[config.mk]
export PLATFORM = sky130hd
export DESIGN_NAME = bwrp_read_port
export DESIGN_NICKNAME = d
export VERILOG_FILES = /design/src/rtl/bwrp_pkg.sv /design/src/rtl/bwrp_pattern_rom.sv /design/src/rtl/bwrp_lane_mux.sv /design/src/rtl/bwrp_ctrl_fsm.sv /design/src/rtl/bwrp_read_port.sv
export SDC_FILE = /design/constraint.sdc
export NUM_CORES = 1
export LEC_CHECK = 0
export ABC_CLOCK_PERIOD_IN_PS = 1200
export BUFFER_PORTS_ARGS = -buffer_cell sky130_fd_sc_hd__buf_4
export CAP_MARGIN = 5
export CELL_PAD_IN_SITES_DETAIL_PLACEMENT = 1
export CELL_PAD_IN_SITES_GLOBAL_PLACEMENT = 1
export CORE_MARGIN = 4
export CORE_UTILIZATION = 32
export DETAILED_ROUTE_END_ITERATION = 6
export PLACE_DENSITY_LB_ADDON = 0.1
export SYNTH_ARGS = -nofsm -noshare
export SYNTH_HDL_FRONTEND = slang
export SYNTH_HIERARCHICAL = 1
export SYNTH_SLANG_ARGS = --single-unit
[constraint.sdc]
create_clock -name clk -period 1.2 [get_ports clk]
set_input_delay 0.06 -clock clk [delete_from_list [all_inputs] [get_ports clk]]
set_output_delay 0.06 -clock clk [all_outputs]
set_load 0.03 [all_outputs]
[src/rtl/bwrp_pkg.sv]
package bwrp_pkg;

    typedef enum logic [1:0] {
        S_OFF  = 2'd0,
        S_MUTE = 2'd1,
        S_WORD = 2'd2,
        S_BYTE = 2'd3
    } bwrp_state_e;

    localparam logic [15:0] BWRP_KEY = 16'h3CA5;

endpackage

[src/rtl/bwrp_pattern_rom.sv]
module bwrp_pattern_rom #(
    parameter int ADDR_W = 16,
    parameter int DATA_W = 16
) (
    input  logic [ADDR_W-1:0] addr,
    output logic [DATA_W-1:0] word
);
    import bwrp_pkg::*;

    localparam int NLANE  = DATA_W / 8;
    localparam int ABYTES = ADDR_W / 8;

    // Each word lane takes an address byte in reversed lane order, then a fixed key.
    for (genvar b = 0; b < NLANE; b++) begin : g_lane
        localparam int SRC = (NLANE - 1 - b) % ABYTES;
        assign word[b*8 +: 8] = addr[SRC*8 +: 8] ^ BWRP_KEY[(b % 2)*8 +: 8];
    end

endmodule

[src/rtl/bwrp_lane_mux.sv]
module bwrp_lane_mux #(
    parameter int DATA_W = 16
) (
    input  logic              word_mode,
    input  logic              hi_sel,
    input  logic [DATA_W-1:0] word,
    output logic [DATA_W-1:0] lanes
);
    localparam int HALF = DATA_W / 2;

    always_comb begin
        if (word_mode) begin
            lanes = word;
        end else begin
            lanes = '0;
            lanes[7:0] = hi_sel ? word[HALF +: 8] : word[7:0];
        end
    end

endmodule

[src/rtl/bwrp_ctrl_fsm.sv]
module bwrp_ctrl_fsm (
    input  logic                  clk,
    input  logic                  rst_n,
    input  logic                  ce_n,
    input  logic                  oe_n,
    input  logic                  word_mode,
    output bwrp_pkg::bwrp_state_e state
);
    import bwrp_pkg::*;

    bwrp_state_e state_q, state_d;

    // next-state: T_DESELECT, T_MUTE, T_WORD, T_BYTE reachable from every state
    always_comb begin
        state_d = state_q;
        unique case (state_q)
            S_OFF, S_MUTE, S_WORD, S_BYTE: begin
                if (ce_n)           state_d = S_OFF;   // T_DESELECT
                else if (oe_n)      state_d = S_MUTE;  // T_MUTE
                else if (word_mode) state_d = S_WORD;  // T_WORD
                else                state_d = S_BYTE;  // T_BYTE
            end
            default: state_d = S_OFF;
        endcase
    end

    always_ff @(posedge clk or negedge rst_n) begin
        if (!rst_n) state_q <= S_OFF;
        else        state_q <= state_d;
    end

    assign state = state_q;

endmodule

[src/rtl/bwrp_read_port.sv]
module bwrp_read_port #(
    parameter int ADDR_W = 16,
    parameter int DATA_W = 16
) (
    input  logic              clk,
    input  logic              rst_n,
    input  logic [ADDR_W-1:0] addr_i,
    input  logic              ce_n_i,
    input  logic              oe_n_i,
    input  logic              word_mode_i,
    input  logic              dq15_in_i,
    output logic [DATA_W-1:0] dq_o,
    output logic [DATA_W-1:0] dq_oe_o
);
    import bwrp_pkg::*;

    localparam logic [DATA_W-1:0] BYTE_OE = DATA_W'(8'hFF);

    logic [DATA_W-1:0] word_w, lanes_w, data_q;
    bwrp_state_e       state;

    bwrp_pattern_rom #(.ADDR_W(ADDR_W), .DATA_W(DATA_W)) i_rom (
        .addr (addr_i),
        .word (word_w)
    );

    bwrp_lane_mux #(.DATA_W(DATA_W)) i_mux (
        .word_mode (word_mode_i),
        .hi_sel    (dq15_in_i),
        .word      (word_w),
        .lanes     (lanes_w)
    );

    bwrp_ctrl_fsm i_fsm (
        .clk       (clk),
        .rst_n     (rst_n),
        .ce_n      (ce_n_i),
        .oe_n      (oe_n_i),
        .word_mode (word_mode_i),
        .state     (state)
    );

    // Read data register: inputs ignored while deselected.
    always_ff @(posedge clk or negedge rst_n) begin
        if (!rst_n)       data_q <= '0;
        else if (!ce_n_i) data_q <= lanes_w;
    end

    // Output process driven from the state.
    always_comb begin
        unique case (state)
            S_WORD: begin
                dq_o    = data_q;
                dq_oe_o = '1;
            end
            S_BYTE: begin
                dq_o    = data_q & BYTE_OE;
                dq_oe_o = BYTE_OE;
            end
            S_OFF, S_MUTE: begin
                dq_o    = '0;
                dq_oe_o = '0;
            end
            default: begin
                dq_o    = '0;
                dq_oe_o = '0;
            end
        endcase
    end

endmodule

==> impl_metrics.ini <==
[run_status]
status = finished with violations
violations = negative setup slack

[timing]
max-slew-margin-rel = 0.804
fmax_mhz = 775
timing.final.crit_share = 1.08
tightestPinTransition_ns = 0.293
final-setup-viol-count = 27
grt_setup_unrepaired = true
drv_slew = 0
fin_crit_ns = 1.29
fin_skew_ns = 0
final_hold_viol_count = 0
postLayoutSetupSlackWorst_ns = -0.0904

[cts]
clock_tree.buffer_depth = 2
ctsRootBufferMaster = sky130_fd_sc_hd__clkbuf_8
cts_sinks = 18
cts-buffers-inserted = 3
cts.htree.levels = 1
clk_pin_slew_worst_paths_ns = 0.07
cts_tree = built
clk-insertion-delay-late_ns = 0.25

[worst_setup_path]
element_type_at_the_critical_path_end = primary output
regToRegEndpoint = data_q[8]
startpoint = i_fsm/state[1]
worst-path-max-fanout = 7
critical_path_class = flop to primary output
cp.arrival_ns = 1.23
worstReg2RegStart = data_q[8]
worst_setup_path_start_kind = flop
setup.reg_to_reg.worst_slack_ns = 0.44
cells_on_worst_reg2reg_path = 1
critical_path_required_ns = 1.14

[layout]
drive_gt1_frac = 0.694
nets = 170
diodes = 0
layout_commonest_cell = sky130_fd_sc_hd__buf_4
area_growth_pct = 41.2
commonest_cells_after_routing_fill_and_taps_aside = sky130_fd_sc_hd__buf_4, sky130_fd_sc_hd__buf_6, sky130_fd_sc_hd__mux2_4, sky130_fd_sc_hd__dfrtp_1, sky130_fd_sc_hd__inv_1
final_cell_count_no_fill = 195

[logic_synthesis]
postSynthAreaPerCell_um2 = 11.8
postSynthNetCount = 128
netlist_area_um2 = 1250
yosys_register_bits = 18
synth-seq-area-share = 0.360
post_synthesis_cell_count = 106
synth-warning-count = 6
ys_types = 15

[power_and_ir_drop]
pwr-share-comb = 0.306
finalPower_w = 0.00173
switching_share = 0.274
clkPwrFrac = 0.288
pwr_density_cell_nw_per_um2 = 981
p_int_w = 0.00126
power.share.sequential = 0.406
cellLeakagePower_nw = 0.956
vdd_drop_max_mv = 0.533
switchingPower_w = 0.000475

[route]
drt-initial-drc-count = 20
route.detailed.drc = 0
final_antenna_net_count = 0
detail_route.first_pass.iterations = 3
post_drt_wl_per_cell_um = 14.2
num_vias = 827
finalWirelength_um = 2760
vias_per_cell = 4.24

[job]
maxCapViolCount = 0

[floorplanning]
die_area_um2 = 4970
row_count = 22
initial_utilization = 0.336
die-width_um = 70.5
top_level_ports = 54
floorplan.core_area_um2 = 3720
die_h_um = 70.5

[grt]
groute.usage.overall = 0.116
via_count_of_the_first_global_routing_pass = 901
grt_pass1_wl_um = 4460
gr-total-overflow = 0
maximum_number_of_pins_on_one_net_before_global_route_repair = 19
antenna_found_initial = 0

[worst_hold_path]
worstHoldStart = word_mode_i
hold_end = i_fsm/state[0]
hold_depth = 3
min-delay-path-class = primary input to flop

[placed_design]
finalWeightedCongestion = 0.664
place_hpwl_um = 2030
cell_total_after_placement = 183
port-buffer-count = 53
-- layout make-up --
class,instances,area (µm²)
clock buffer,4,55.1
inverter,9,33.8
multi-input combinational,52,558
fill,413,1950
sequential,18,452
tap,48,60.1
timing repair buffer,64,607
-- cells in the mapped netlist --
master | n | area [µm²]
sky130_fd_sc_hd__and2_2 | 8 | 60.1
sky130_fd_sc_hd__a21oi_2 | 1 | 8.76
sky130_fd_sc_hd__buf_12 | 1 | 20.0
sky130_fd_sc_hd__nor2b_1 | 1 | 6.26
sky130_fd_sc_hd__and2_1 | 8 | 50.1
sky130_fd_sc_hd__and3b_1 | 8 | 70.1
sky130_fd_sc_hd__nand2b_4 | 1 | 13.8
sky130_fd_sc_hd__nor2_1 | 1 | 3.75
sky130_fd_sc_hd__mux2_4 | 18 | 270
sky130_fd_sc_hd__inv_1 | 9 | 33.8
sky130_fd_sc_hd__clkbuf_1 | 2 | 7.51
sky130_fd_sc_hd__dfrtp_1 | 18 | 450
sky130_fd_sc_hd__mux2_2 | 6 | 67.6
sky130_fd_sc_hd__buf_4 | 22 | 165
sky130_fd_sc_hd__buf_6 | 2 | 22.5
-- through the flow --
step	hold slack, ns	setup TNS (ns)	util	worst slack, ns	area [µm²]
finish	0.126	-1.35	0.475	-0.0904	1770
global route	0.130	-3.13	0.475	-0.147	1770
CTS	0.123	-0.830	0.453	-0.0995	1680
detailed placement	-0.0518	0	0.410	0.105	1520
global placement	-0.0542	0	0.410	0.118	1520
floorplan	-0.236	0	-	0.0297	1260
-- what timing repair did --
action	in CTS	in global routing
gates cloned	0	0
gates resized for setup	15	15
pin swaps	0	1
hold buffers	2	0
endpoints found under the hold margin	19	0
setup buffers	4	2
setup endpoints to repair	21	31
-- sequential cells by signal, indices dropped and copies added, names as in the netlist --
register and flops:
data_q 16, i_fsm/state 2
-- cell families after synthesis --
kind of cell	count (synthesis)	synth area share
AO/OA/AOI/OAI	1	0.00701
buffers and inverters	36	0.199
multiplexers	24	0.270
flip-flops	18	0.360
AND/OR/NAND/NOR	27	0.163
-- worst max-delay path, stage by stage, from the launching register on --
cell and delay [ns]:
sky130_fd_sc_hd__dfrtp_1 0.40, sky130_fd_sc_hd__buf_6 0.14, sky130_fd_sc_hd__buf_12 0.12, sky130_fd_sc_hd__and3b_1 0.18
sky130_fd_sc_hd__buf_6 0.14
-- worst max-delay path by stage --
stage	to	slack [ns]	depth (start not counted)
after CTS	dq_oe_o[14]	-0.1	4
after global routing	dq_o[8]	-0.15	4
after floorplan	dq_oe_o[10]	0.03	3
after detailed placement	data_q[5]	0.11	4
after global placement	data_q[7]	0.12	4
final	dq_o[14]	-0.09	4
-- per-layer routing --
layer,global-route usage,wire (µm),up-vias
li1,-,-,399
met1,0.138,1150,398
met2,0.190,1410,26
met3,0.0374,160,4
met4,0.0511,44,0
met5,0,0,-
-- power by group through the flow --
stage | Combinational [W] | Sequential [W] | Clock [W]
6_report | 0.000530 | 0.000703 | 0.000499
5_1_grt | 0.000565 | 0.000711 | 0.000549
4_1_cts | 0.000504 | 0.000704 | 0.000524
3_5_place_dp | 0.000473 | 0.000715 | 0
3_3_place_gp | 0.000466 | 0.000713 | 0
2_1_floorplan | 0.000360 | 0.000702 | 0
(Power assumes the default switching activity.)
